File: src/rtl/xbar_pkg.sv
package xbar_pkg;
  typedef enum logic [1:0] {
    DRV_IDLE  = 2'b00,
    DRV_WR_P  = 2'b01,
    DRV_WR_AP = 2'b10,
    DRV_HIZ   = 2'b11
  } drv_code_e;

  typedef enum logic [1:0] {
    ST_INFER = 2'b00,
    ST_CFG   = 2'b01,
    ST_PROG  = 2'b10
  } seq_state_e;
endpackage

File: src/rtl/xbar_mode_ctl.sv
module xbar_mode_ctl
  import xbar_pkg::*;
(
  input  logic       clk,
  input  logic       rst_n,
  input  logic       cfg_mode_i,
  input  logic       start_i,
  input  logic       row_accept,
  input  logic       row_last,
  output seq_state_e state_o,
  output logic       start_go,
  output logic       done_o
);
  seq_state_e state_q;
  logic       last_wr_q;
  logic       done_q;

  assign start_go = (state_q == ST_CFG) && cfg_mode_i && start_i;

  always_ff @(posedge clk or negedge rst_n) begin
    if (!rst_n) begin
      state_q   <= ST_INFER;
      last_wr_q <= 1'b0;
      done_q    <= 1'b0;
    end else begin
      case (state_q)
        ST_INFER: if (cfg_mode_i) state_q <= ST_CFG;
        ST_CFG: begin
          if (!cfg_mode_i)   state_q <= ST_INFER;
          else if (start_go) state_q <= ST_PROG;
        end
        ST_PROG: if (row_accept && row_last) state_q <= ST_CFG;
        default: state_q <= ST_INFER;
      endcase
      last_wr_q <= row_accept && row_last;
      done_q    <= last_wr_q;
    end
  end

  assign state_o = state_q;
  assign done_o  = done_q;

  // a running pass never falls straight back to inference
  a_r8_pass_holds_mode: assert property (@(posedge clk) disable iff (!rst_n)
    (state_q == ST_PROG) |=> (state_q != ST_INFER));
  // done is a single-cycle pulse
  a_r7_done_single: assert property (@(posedge clk) disable iff (!rst_n)
    done_q |=> !done_q);
endmodule

File: src/rtl/xbar_row_cnt.sv
module xbar_row_cnt #(
  parameter int N_ROWS = 8
) (
  input  logic              clk,
  input  logic              rst_n,
  input  logic              clear,
  input  logic              advance,
  output logic              row_last,
  output logic [N_ROWS-1:0] wwl_o
);
  localparam int RW = (N_ROWS > 1) ? $clog2(N_ROWS) : 1;

  logic [RW-1:0]     idx_q;
  logic [N_ROWS-1:0] wwl_q;

  function automatic logic [N_ROWS-1:0] row_onehot(input logic [RW-1:0] i);
    logic [N_ROWS-1:0] v;
    v = '0;
    v[i] = 1'b1;
    return v;
  endfunction

  assign row_last = (idx_q == RW'(N_ROWS - 1));

  always_ff @(posedge clk or negedge rst_n) begin
    if (!rst_n) begin
      idx_q <= '0;
      wwl_q <= '0;
    end else begin
      if (clear)        idx_q <= '0;
      else if (advance) idx_q <= row_last ? '0 : idx_q + 1'b1;
      wwl_q <= advance ? row_onehot(idx_q) : '0;
    end
  end

  assign wwl_o = wwl_q;

  // never more than one write word line
  a_r5_wwl_onehot: assert property (@(posedge clk) disable iff (!rst_n)
    $onehot0(wwl_q));
  // the row index moves only on an accepted beat or a new pass
  a_r5_idx_hold: assert property (@(posedge clk) disable iff (!rst_n)
    (!advance && !clear) |=> $stable(idx_q));
endmodule

File: src/rtl/xbar_cell_enc.sv
module xbar_cell_enc
  import xbar_pkg::*;
#(
  parameter int N_COLS = 16,
  parameter int VAL_W  = 4
) (
  input  logic                    clk,
  input  logic                    rst_n,
  input  logic                    load,
  input  logic [N_COLS*VAL_W-1:0] row_val,
  output logic [2*N_COLS-1:0]     a_codes,
  output logic [2*N_COLS-1:0]     b_codes
);
  logic [2*N_COLS-1:0] a_nxt, b_nxt, a_q, b_q;

  // deterministic binarization: negative values map to -1
  function automatic logic binarize_neg(input logic [VAL_W-1:0] v);
    return v[VAL_W-1];
  endfunction

  always_comb begin
    for (int c = 0; c < N_COLS; c++) begin
      if (!load) begin
        a_nxt[2*c +: 2] = DRV_IDLE;
        b_nxt[2*c +: 2] = DRV_IDLE;
      end else if (binarize_neg(row_val[c*VAL_W +: VAL_W])) begin
        a_nxt[2*c +: 2] = DRV_WR_AP;
        b_nxt[2*c +: 2] = DRV_WR_P;
      end else begin
        a_nxt[2*c +: 2] = DRV_WR_P;
        b_nxt[2*c +: 2] = DRV_WR_AP;
      end
    end
  end

  always_ff @(posedge clk or negedge rst_n) begin
    if (!rst_n) begin
      a_q <= '0;
      b_q <= '0;
    end else begin
      a_q <= a_nxt;
      b_q <= b_nxt;
    end
  end

  assign a_codes = a_q;
  assign b_codes = b_q;
endmodule

File: src/rtl/xbar_prog_seq.sv
module xbar_prog_seq
  import xbar_pkg::*;
#(
  parameter int N_COLS = 16,
  parameter int N_ROWS = 8,
  parameter int VAL_W  = 4
) (
  input  logic                    clk,
  input  logic                    rst_n,
  input  logic                    cfg_mode_i,
  input  logic                    start_i,
  input  logic                    row_valid_i,
  output logic                    row_ready_o,
  input  logic [N_COLS*VAL_W-1:0] row_val_i,
  output logic [N_ROWS-1:0]       wwl_o,
  output logic [2*N_COLS-1:0]     cell_a_code_o,
  output logic [2*N_COLS-1:0]     cell_b_code_o,
  output logic [2*N_COLS-1:0]     sl_code_o,
  output logic                    bl_pass_o,
  output logic                    rwl_o,
  output logic                    done_o
);
  localparam logic [2*N_COLS-1:0] ALL_HIZ  = {N_COLS{2'(DRV_HIZ)}};
  localparam logic [2*N_COLS-1:0] ALL_IDLE = {N_COLS{2'(DRV_IDLE)}};

  seq_state_e          state;
  logic                start_go;
  logic                row_accept;
  logic                row_last;
  logic [2*N_COLS-1:0] a_wr, b_wr;

  assign row_ready_o = (state == ST_PROG);
  assign row_accept  = row_ready_o && row_valid_i;

  xbar_mode_ctl u_mode (
    .clk(clk), .rst_n(rst_n), .cfg_mode_i(cfg_mode_i), .start_i(start_i),
    .row_accept(row_accept), .row_last(row_last),
    .state_o(state), .start_go(start_go), .done_o(done_o)
  );

  xbar_row_cnt #(.N_ROWS(N_ROWS)) u_rows (
    .clk(clk), .rst_n(rst_n), .clear(start_go), .advance(row_accept),
    .row_last(row_last), .wwl_o(wwl_o)
  );

  xbar_cell_enc #(.N_COLS(N_COLS), .VAL_W(VAL_W)) u_enc (
    .clk(clk), .rst_n(rst_n), .load(row_accept), .row_val(row_val_i),
    .a_codes(a_wr), .b_codes(b_wr)
  );

  assign rwl_o         = (state == ST_INFER);
  assign bl_pass_o     = rwl_o;
  assign cell_a_code_o = rwl_o ? ALL_HIZ : a_wr;
  assign cell_b_code_o = rwl_o ? ALL_HIZ : b_wr;
  assign sl_code_o     = rwl_o ? ALL_HIZ : ALL_IDLE;

  function automatic logic pairs_opposed(input logic [2*N_COLS-1:0] a,
                                         input logic [2*N_COLS-1:0] b);
    logic ok;
    ok = 1'b1;
    for (int c = 0; c < N_COLS; c++)
      if (!((a[2*c +: 2] == DRV_WR_P  && b[2*c +: 2] == DRV_WR_AP) ||
            (a[2*c +: 2] == DRV_WR_AP && b[2*c +: 2] == DRV_WR_P)))
        ok = 1'b0;
    return ok;
  endfunction

  // reading and writing never overlap
  a_r2_read_excludes_write: assert property (@(posedge clk) disable iff (!rst_n)
    rwl_o |-> (wwl_o == '0));
  // a raised word line always carries a complementary cell pair per column
  a_r6_pair_complement: assert property (@(posedge clk) disable iff (!rst_n)
    (|wwl_o) |-> pairs_opposed(cell_a_code_o, cell_b_code_o));
  // configuration cycles with no write leave every driver idle
  a_r3_idle_drivers: assert property (@(posedge clk) disable iff (!rst_n)
    (!rwl_o && !(|wwl_o)) |-> (cell_a_code_o == '0 && cell_b_code_o == '0));
  // done follows the cycle in which the last row was written
  a_r7_done_after_last: assert property (@(posedge clk) disable iff (!rst_n)
    done_o |-> $past(wwl_o[N_ROWS-1]));
endmodule

File: config.mk
export PLATFORM = sky130hd
export DESIGN_NAME = xbar_prog_seq
export DESIGN_NICKNAME = d
export VERILOG_FILES = /design/src/rtl/xbar_pkg.sv /design/src/rtl/xbar_mode_ctl.sv /design/src/rtl/xbar_row_cnt.sv /design/src/rtl/xbar_cell_enc.sv /design/src/rtl/xbar_prog_seq.sv
export SDC_FILE = /design/constraint.sdc
export NUM_CORES = 1
export LEC_CHECK = 0
export BUFFER_PORTS_ARGS = -buffer_cell sky130_fd_sc_hd__buf_2
export CORE_MARGIN = 2
export CORE_UTILIZATION = 40
export CTS_BUF_LIST = sky130_fd_sc_hd__clkbuf_4 sky130_fd_sc_hd__clkbuf_8 sky130_fd_sc_hd__clkbuf_16
export DETAILED_ROUTE_END_ITERATION = 10
export PLACE_DENSITY = 0.78
export SLEW_MARGIN = 40
export SYNTH_ARGS = -nofsm -noshare
export SYNTH_HDL_FRONTEND = slang
export SYNTH_SLANG_ARGS = --single-unit
File: constraint.sdc
create_clock -name clk -period 2.2 [get_ports clk]
set_input_delay 0.33 -clock clk [delete_from_list [all_inputs] [get_ports clk]]
set_output_delay 0.33 -clock clk [all_outputs]
set_load 0.05 [all_outputs]
==> metrics, run 1 <==
status completed; synthesized area per cell approximately 10 µm²; via count ~1500; Post-CTS Setup Bufs 0; WL per Instance approximately 11 µm; Die Footprint approximately 6300 µm²; DRT Pass-1 Iters 4; layout cells sized above 1 about three fifths; Worst R2R Path Depth 4; cells along the critical path nor2_4 -> buf_12 -> or2_2 -> buf_2; clk sinks 47; Setup violations, final 0; Worst-path clk slew ~0.080 ns; maxcap violations 0; crit path buf inv count 2; Mapped Area around 2300 µm²; H-Tree Depth 2; antenna-violating nets left 0; max-slew violations 0; Placed Instances 350; Antenna Cells 0; Fmax approximately 500 MHz; GRT overflow 0; worst clock skew between 0.003 and 0.004 ns; CTS buffer count 5; Post-synth EDFFs 0; clk_lat worst skew slightly below 0.3 ns; Worst path max stage delay between 0.4 and 0.5 ns; CP Class reg2out; Finished Layout Cells roughly 360; RSZ-0062 raised after global routing no; post-route minimum period between 2 and 2.5 ns; commonest cells in the netlist buf_4 (66), dfrtp_1 (47), or2_2 (32); top-count cell post-synth buf_4; Seq. cell area roughly 1200 µm²; Tightest Pin Transition ~0.32 ns; number of buffers added on ports about 130; Synth area leader dfrtp_1; YS warnings 0; Final GP Congestion 0.692; CTS Buffer Depth 2; FP Rows 27; FF-to-FF setup slack ~0.69 ns; die height a little under 80 µm; Syn Inst Count roughly 220; Synth async-reset ratio 100%; Area Growth Syn to Fin 16.0%; synth top area cells dfrtp_1 (52%), buf_4 (22%), or2_2 (8.8%), and2_1 (4.7%), nor2_1 (3.3%); gr usage total between 10% and 20%; ys flop type dfrtp_1; Die W around 80 µm; nets between 300 and 400; Final TNS setup 0 ns; core area between 5000 and 6000 µm²; WP data arrival about 1.7 ns; sequential share of the synthesized area 51.7%; share of the synthesized area in the top cell type 51.7%; DP HPWL 3050 µm; vias in the first global route 1305; r2r endpoint u_rows.idx_q[0]$_DFFE_PN0P_; CP Launch Type flip-flop; Worst path slowest cell dfrtp_1; Worst R2R Start u_rows.idx_q[0]$_DFFE_PN0P_; fillers a little over 500; crit-path max FO 54; root buf cell clkbuf_8; CP endpoint kind primary output; Max-slew headroom a little under 80%; Via-to-Cell Ratio about 4.2; hold violation count in the final report 0; unique cell type count in the Yosys netlist 25; TritonCTS clock tree done; # hold bufs at CTS 0; IO Pins 177; min-delay worst type in2async; WL final 4080 µm; initial antenna violation count 0; first-pass GRT wire length 5980 µm; #FFs+latches synth 47; starting density of the core between 40 and 50%; CP required roughly 1.9 ns; fin crit share slightly above 90%; crit-path leading delay family buffers and inverters; post-cts gate resize count 0; Iter 0 DRT Violations 29; Multi-input gate area between 500 and 600 µm²; largest net degree at the start of global routing 55; DRC Markers 0; syn nets 289
==> worst max-delay path by stage <==
stage                                              from                 to  slack (ns)  cells past startpoint
after global routing      u_mode.state_o[1]$_DFFE_PN0P_  cell_a_code_o[21]        0.03                      4
after global placement    u_mode.state_o[1]$_DFFE_PN0P_  cell_b_code_o[21]        0.49                      4
final                     u_mode.state_o[1]$_DFFE_PN0P_   cell_b_code_o[2]        0.19                      4
after floorplan           u_mode.state_o[1]$_DFFE_PN0P_  cell_b_code_o[21]        0.15                      4
after CTS                 u_mode.state_o[1]$_DFFE_PN0P_  cell_a_code_o[11]        0.14                      4
after detailed placement  u_mode.state_o[1]$_DFFE_PN0P_  cell_a_code_o[11]        0.47                      4
==> stage by stage <==
step	instance area (µm²)	hold WS [ns]	util (%)	setup WS, ns
3_5_place_dp	2530	0.331	46.0	0.468
4_1_cts	2640	0.0105	47.9	0.136
2_1_floorplan	2280	0.0344	-	0.148
6_report	2640	0.0136	47.9	0.186
3_3_place_gp	2530	0.331	46.0	0.492
5_1_grt	2640	0.0246	47.9	0.0278
==> worst register-to-register path: stages, from the launching register on <==
cell	delay, ns
dfrtp_1	0.48
ha_1	0.24
ha_1	0.23
or3_1	0.36
a21oi_1	0.13
==> cells by family (layout without fill, tap and decap cells) <==
| kind of cell | after synthesis | after routing | share of synthesized area [%] |
|---|---|---|---|
| adder cells (fa/ha/maj) | 2 | 2 | 1.10 |
| flip-flops | 47 | 47 | 51.7 |
| AO/OA/AOI/OAI | 6 | 6 | 1.54 |
| buffers and inverters | 73 | 141 | 23.1 |
| AND/OR/NAND/NOR | 90 | 90 | 22.5 |
==> cell usage in the layout, fill, tap and decap left out <==
cell,synthesis,final
dfrtp_1,47,47
a21oi_1,3,3
nand2b_1,2,2
ha_1,2,2
nor2_4,0,1
nor3_2,1,1
clkbuf_4,0,1
clkbuf_8,0,7
nor2_1,20,19
nand2_1,7,7
buf_2,1,128
nor4_1,1,1
buf_12,0,1
nor2b_1,2,2
inv_1,1,1
nor3_1,3,3
o22ai_1,1,1
a21o_1,1,1
and3b_1,1,1
a31oi_1,1,1
buf_4,66,3
nand3b_4,1,1
and3_1,1,1
or3_1,1,1
and2_1,17,17
or2_2,32,32
nand2_2,1,1
==> cell type report <==
class | count | area share, %
Multi-Input combinational cell | 98 | 22.0
Timing Repair Buffer | 132 | 25.9
Inverter | 1 | 0.142
Tap cell | 72 | 3.42
Clock buffer | 8 | 3.94
Sequential cell | 47 | 44.6
==> routing by layer <==
metal | global-route usage [%] | part of all wire [%]
met3 | 4.19 | 7.8
met2 | 21.4 | 51
met5 | 0 | 0
met4 | 5.00 | 0.79
met1 | 14.7 | 41
==> flip-flops by register name, summed over array words and instances, names as in the netlist <==
name,count
u_enc.a_codes,8
u_mode.state_o,2
u_mode.done_o,1
u_mode.last_wr_q,1
u_rows.wwl_o,8
u_enc.b_codes,24
u_rows.idx_q,3
Power of run 1 is left out: the tool's default activity adds up to more than one toggle a clock period on the data nets, which glitch-free logic cannot reach.
==> run 2, diff against run 1 <==
--- a/config.mk
+++ b/config.mk
@@ -10,6 +10,7 @@
 export CORE_UTILIZATION = 40
 export CTS_BUF_LIST = sky130_fd_sc_hd__clkbuf_4 sky130_fd_sc_hd__clkbuf_8 sky130_fd_sc_hd__clkbuf_16
 export DETAILED_ROUTE_END_ITERATION = 10
+export MAX_ROUTING_LAYER = met4
 export PLACE_DENSITY = 0.78
 export SLEW_MARGIN = 40
 export SYNTH_ARGS = -nofsm -noshare
==> constraint.sdc (replaced) <==
create_clock -name clk -period 2.2 [get_ports clk]
set_input_delay 0 -clock clk [delete_from_list [all_inputs] [get_ports clk]]
set_output_delay 0 -clock clk [all_outputs]
set_load 0.05 [all_outputs]
==> run 2 against run 1 <==
Clock skew grew 0.00057 ns. Via count grew 6.1%. Flip-flop and latch count is the same. Clock-buffer cell count shrank 3. First-iteration DRC count grew 100%. Cell count grew 4.5%. Design area grew 7.1%. Fmax grew 13%. Sequential share of layout area shrank 3.0 points. Setup slack gained 0.23 ns. Global-route usage grew 1.4 points.
==> metrics, run 2 (same netlist as run 1, synthesis figures left out) <==
status completed (unchanged); max-slew violations 0 (unchanged); core area 5510 µm² (unchanged); root buf cell clkbuf_8 (unchanged); WL per Instance 11.7 µm (was 11.4 µm); DP HPWL 2890 µm (was 3050 µm); vias in the first global route 1422 (was 1305); CP required 2.20 ns (was 1.87 ns); die height 79.4 µm (unchanged); CTS Buffer Depth 2 (unchanged); via count 1607 (was 1514); min-delay worst type in2reg (was in2async); Post-CTS Setup Bufs 0 (unchanged); IO Pins 177 (unchanged); most frequent cells in the layout buf_2 (127), dfrtp_1 (47), or2_2 (32), nor2_1 (19), dlygate4sd3_1 (18) (was buf_2 (128), dfrtp_1 (47), or2_2 (32), nor2_1 (19), and2_1 (17)); hold path endpoint u_mode.state_o[1]$_DFFE_PN0P_; GRT overflow 0 (unchanged); TritonCTS clock tree done (unchanged); number of buffers added on ports 128 (unchanged); crit-path max FO 66 (was 54); Placed Instances 348 (was 350); Finished Layout Cells 374 (was 358); starting density of the core 41.3% (unchanged); H-Tree Depth 2 (unchanged); CP Class reg2out (unchanged); placed cell area 2510 µm² (was 2530 µm²); most common cell after layout, fill and taps aside buf_2 (unchanged); antenna-violating nets left 0 (unchanged); WP data arrival 1.78 ns (was 1.68 ns); fin crit share 81.1% (was 91.6%); gr usage total 14.0% (was 12.6%); Worst R2R Path Depth 4 (unchanged); fillers 495 (was 519); Fmax 561 MHz (was 496 MHz); RSZ-0062 raised after global routing no (unchanged); Util after Layout 51.3% (was 47.9%); WL final 4360 µm (was 4080 µm); layout cells sized above 1 57.6% (was 61.5%); Via-to-Cell Ratio 4.30 (was 4.23); Worst Hold Launch row_valid_i; Setup violations, final 0 (unchanged); Area Growth Syn to Fin 24.2% (was 16.0%); post-cts gate resize count 0 (unchanged); hold violation count in the final report 0 (unchanged); Final TNS setup 0 ns (unchanged); Worst-path clk slew 0.08 ns (about the same); clk sinks 47 (unchanged); FP Rows 27 (unchanged); Die Footprint 6300 µm² (unchanged); initial antenna violation count 0 (unchanged); largest net degree at the start of global routing 67 (was 55); DRC Markers 0 (unchanged); Antenna Cells 0 (unchanged); Largest register FFs 24 (unchanged); Iter 0 DRT Violations 59 (was 29); FF-to-FF setup slack 0.67 ns (was 0.69 ns); Tightest Pin Transition 0.570 ns (was 0.324 ns); CP Launch Type flip-flop (unchanged); nets 372 (was 356); DRT Pass-1 Iters 4 (unchanged); worst clock skew 0.00415 ns (was 0.00358 ns); Worst R2R Start u_rows.idx_q[0]$_DFFE_PN0P_ (unchanged); Hold Path Stages 3; r2r endpoint u_rows.idx_q[0]$_DFFE_PN0P_ (unchanged); CTS buffer count 5 (unchanged); post-route minimum period 1.78 ns (was 2.01 ns); cell area after layout 2820 µm² (was 2640 µm²); Die W 79.4 µm (unchanged); maxcap violations 0 (unchanged); clk_lat worst skew 0.29 ns (about the same); CP endpoint kind primary output (unchanged); Final GP Congestion 0.668 (was 0.692); Max-slew headroom 62.0% (was 78.4%); first-pass GRT wire length 6500 µm (was 5980 µm)
[run 2: cell count changes in the layout (fill, tap and decap cells not counted), sizes merged]
cell / before / now
buf: 132 / 130
bufinv: 0 / 2
clkbuf: 8 / 5
clkinvlp: 0 / 1
dlygate4sd3: 0 / 18
[run 2: critical path: stages (launching register included)]
cell and delay (ns):
dfrtp_1 0.48, nor2_4 0.13, buf_4 0.38, or2_2 0.20
buf_2 0.26
[run 2: cell type report]
class	count	area, µm²	share of cell area (%)
Inverter	1	3.75	0.133
Multi-Input combinational cell	98	579	20.5
Clock buffer	5	68.8	2.44
Tap cell	72	90.1	3.19
Sequential cell	47	1180	41.6
Timing Repair Buffer	148	838	29.7
Clock inverter	3	67.6	2.39
[run 2: stage by stage]
stage | hold WS [ns] | setup WS (ns)
2_1_floorplan | -0.296 | 0.239
3_3_place_gp | 0.163 | 0.748
3_5_place_dp | 0.0368 | 0.684
4_1_cts | 0.0239 | 0.387
5_1_grt | 0.0395 | 0.284
6_report | 0.0293 | 0.416
[run 2: what timing repair did]
action / CTS / global route
endpoints found under the hold margin: 80 / 0
setup endpoints to repair: 0 / 0
hold buffers: 18 / 0
[run 2: worst max path at each step]
stage                             startpoint                          end  slack, ns  cells after the start
6_report       u_mode.state_o[1]$_DFFE_PN0P_            cell_a_code_o[22]       0.42                      4
2_1_floorplan  u_mode.state_o[1]$_DFFE_PN0P_            cell_b_code_o[21]       0.24                      4
3_3_place_gp     u_rows.idx_q[0]$_DFFE_PN0P_  u_rows.idx_q[0]$_DFFE_PN0P_       0.75                      4
3_5_place_dp     u_rows.idx_q[0]$_DFFE_PN0P_  u_rows.idx_q[0]$_DFFE_PN0P_       0.68                      4
4_1_cts        u_mode.state_o[1]$_DFFE_PN0P_            cell_b_code_o[30]       0.39                      4
5_1_grt        u_mode.state_o[1]$_DFFE_PN0P_            cell_b_code_o[20]       0.28                      4
[run 2: per-layer routing]
layer | vias up | global-route usage, % | wire (µm) | share of wire, %
met3 | 2 | 4.30 | 351 | 8.0
li1 | 771 | - | - | -
met2 | 88 | 25.2 | 2330 | 53
met4 | 0 | 3.62 | 15 | 0.34
met5 | - | - | 0 | 0
met1 | 746 | 15.1 | 1670 | 38
Power of run 2 is left out for the same reason.
==> run 3, diff against run 2 <==
==> constraint.sdc (replaced) <==
create_clock -name clk -period 1.9 [get_ports clk]
set_input_delay 0 -clock clk [delete_from_list [all_inputs] [get_ports clk]]
set_output_delay 0 -clock clk [all_outputs]
set_load 0.05 [all_outputs]
==> run 3 against run 2 <==
Critical path depth is the same. Worst hold slack better by 0.0063 ns. Design area shrank 0.71%. Core utilization fell by 0.36 points. Register-to-register slack lost 0.27 ns. Flip-flop and latch count unchanged. Routed wire length increased by 2.9%. Clock-buffer cell count is 2 higher. Via count is 0.87% lower. Non-clock buffer count up 2. Sequential share of layout area is 0.30 points higher. Setup slack worse by 0.21 ns. Critical path type unchanged. Critical endpoint is now cell_b_code_o[8].
==> metrics, run 3 (same netlist as run 1, synthesis figures left out) <==
hold path endpoint u_mode.state_o[1]$_DFFE_PN0P_ (unchanged); # hold bufs at CTS 18 (unchanged); FF-to-FF setup slack 0.40 ns (was 0.67 ns); Die W 79.4 µm (unchanged); clk_lat worst skew 0.29 ns (about the same); min-delay worst type in2reg (unchanged); H-Tree Depth 2 (unchanged); Seq. cell area 1180 µm² (unchanged); Multi-input gate area 579 µm² (unchanged); Worst Hold Launch row_valid_i (unchanged); most common cell after layout, fill and taps aside buf_2 (unchanged); status completed (unchanged); Largest register FFs 24 (unchanged); Post-CTS Setup Bufs 0 (unchanged); CTS Buffer Depth 2 (unchanged); Area Growth Syn to Fin 23.3% (was 24.2%); clk sinks 47 (unchanged); Tightest Pin Transition 0.478 ns (was 0.570 ns); CP Class reg2out (unchanged); post-route minimum period 1.70 ns; root buf cell clkbuf_8 (unchanged); r2r endpoint u_rows.idx_q[0]$_DFFE_PN0P_ (unchanged); hold violation count in the final report 0 (unchanged); Via-to-Cell Ratio 4.24 (was 4.30); Post-Place Worst Slack 0.408 ns (was 0.684 ns); CP required 1.90 ns (was 2.20 ns); crit-path max FO 54 (was 66); via count 1593 (was 1607); IO Pins 177 (unchanged); nets 374 (was 372); Final GP Congestion 0.706 (was 0.668); Worst-path clk slew 0.08 ns (about the same); fillers 503 (was 495); antenna-violating nets left 0 (unchanged); Fmax 590 MHz; gr usage total 14.3% (was 14.0%); RSZ-0062 raised after global routing no (unchanged); CP Launch Type flip-flop (unchanged); FP Rows 27 (unchanged); fin crit share 89.3%; Hold Path Stages 3 (unchanged); maxcap violations 0 (unchanged); most frequent cells in the layout buf_2 (127), dfrtp_1 (47), or2_2 (32), nor2_1 (19), dlygate4sd3_1 (18) (unchanged); WP data arrival 1.70 ns (was 1.78 ns); Worst R2R Path Depth 4 (unchanged); worst clock skew 0.00307 ns (was 0.00415 ns); max-slew violations 0 (unchanged); initial antenna violation count 0 (unchanged); die height 79.4 µm (unchanged); cell area after layout 2800 µm² (was 2820 µm²); CP endpoint kind primary output (unchanged); final worst slack 0.204 ns (was 0.416 ns); CTS buffer count 5 (unchanged); Final TNS setup 0 ns (unchanged); GRT overflow 0 (unchanged); placed cell area 2530 µm² (was 2510 µm²); Util after Layout 50.9% (was 51.3%); WL per Instance 11.9 µm (was 11.7 µm); WL final 4490 µm (was 4360 µm); Setup violations, final 0 (unchanged); largest net degree at the start of global routing 55 (was 67); DRC Markers 0 (unchanged); layout cells sized above 1 57.9% (was 57.6%); first-pass GRT wire length 6620 µm (was 6500 µm); number of buffers added on ports 128 (unchanged); DRT Pass-1 Iters 4 (unchanged); Worst R2R Start u_rows.idx_q[0]$_DFFE_PN0P_ (unchanged); TritonCTS clock tree done (unchanged); Max-slew headroom 68.1% (was 62.0%); starting density of the core 41.3% (unchanged); Iter 0 DRT Violations 39 (was 59); core area 5510 µm² (unchanged); DP HPWL 3110 µm (was 2890 µm); Die Footprint 6300 µm² (unchanged); Antenna Cells 0 (unchanged); post-cts gate resize count 0 (unchanged); vias in the first global route 1428 (was 1422)
==> run 3: changes by cell type in the layout (fill, tap and decap cells not counted), sizes merged <==
cell      before  now
clkinv         0    1
clkinvlp       1    0
clkbuf         5    7
bufinv         2    0
buf          130  132
==> run 3: layout make-up <==
type | instances | area share [%]
clock buffers | 7 | 2.99
clock inverters | 1 | 0.178
inverters | 1 | 0.134
multi-input cells | 98 | 20.7
flip-flops and latches | 47 | 41.9
well taps | 72 | 3.21
repair buffers | 150 | 30.9
==> run 3: per-layer routing <==
metal | GRT usage, % | wire length [µm]
met4 | 4.83 | 15
met2 | 23.5 | 2250
met5 | - | 0
met1 | 16.9 | 1920
met3 | 4.07 | 307
==> run 3: worst max path at each step <==
stage | cells past startpoint | end | slack (ns) | from
floorplan | 4 | cell_b_code_o[21] | 0.18 | u_mode.state_o[1]$_DFFE_PN0P_
global placement | 4 | u_rows.idx_q[0]$_DFFE_PN0P_ | 0.45 | u_rows.idx_q[0]$_DFFE_PN0P_
detailed placement | 4 | u_rows.idx_q[0]$_DFFE_PN0P_ | 0.41 | u_rows.idx_q[0]$_DFFE_PN0P_
CTS | 4 | cell_b_code_o[21] | 0.16 | u_mode.state_o[1]$_DFFE_PN0P_
global route | 4 | cell_a_code_o[20] | 0.05 | u_mode.state_o[1]$_DFFE_PN0P_
finish | 4 | cell_b_code_o[8] | 0.20 | u_mode.state_o[1]$_DFFE_PN0P_
==> run 3: per-stage QoR <==
stage,hold slack [ns],instances
2_1_floorplan,-0.296,218
3_3_place_gp,0.118,350
3_5_place_dp,0.139,350
4_1_cts,0.0177,376
5_1_grt,0.0524,376
6_report,0.0356,376
==> run 3: critical path, stage by stage, from the launching register on <==
cell,delay (ns)
dfrtp_1,0.48
nor2_4,0.28
buf_12,0.23
or2_2,0.15
buf_2,0.26
Power of run 3 is left out for the same reason.
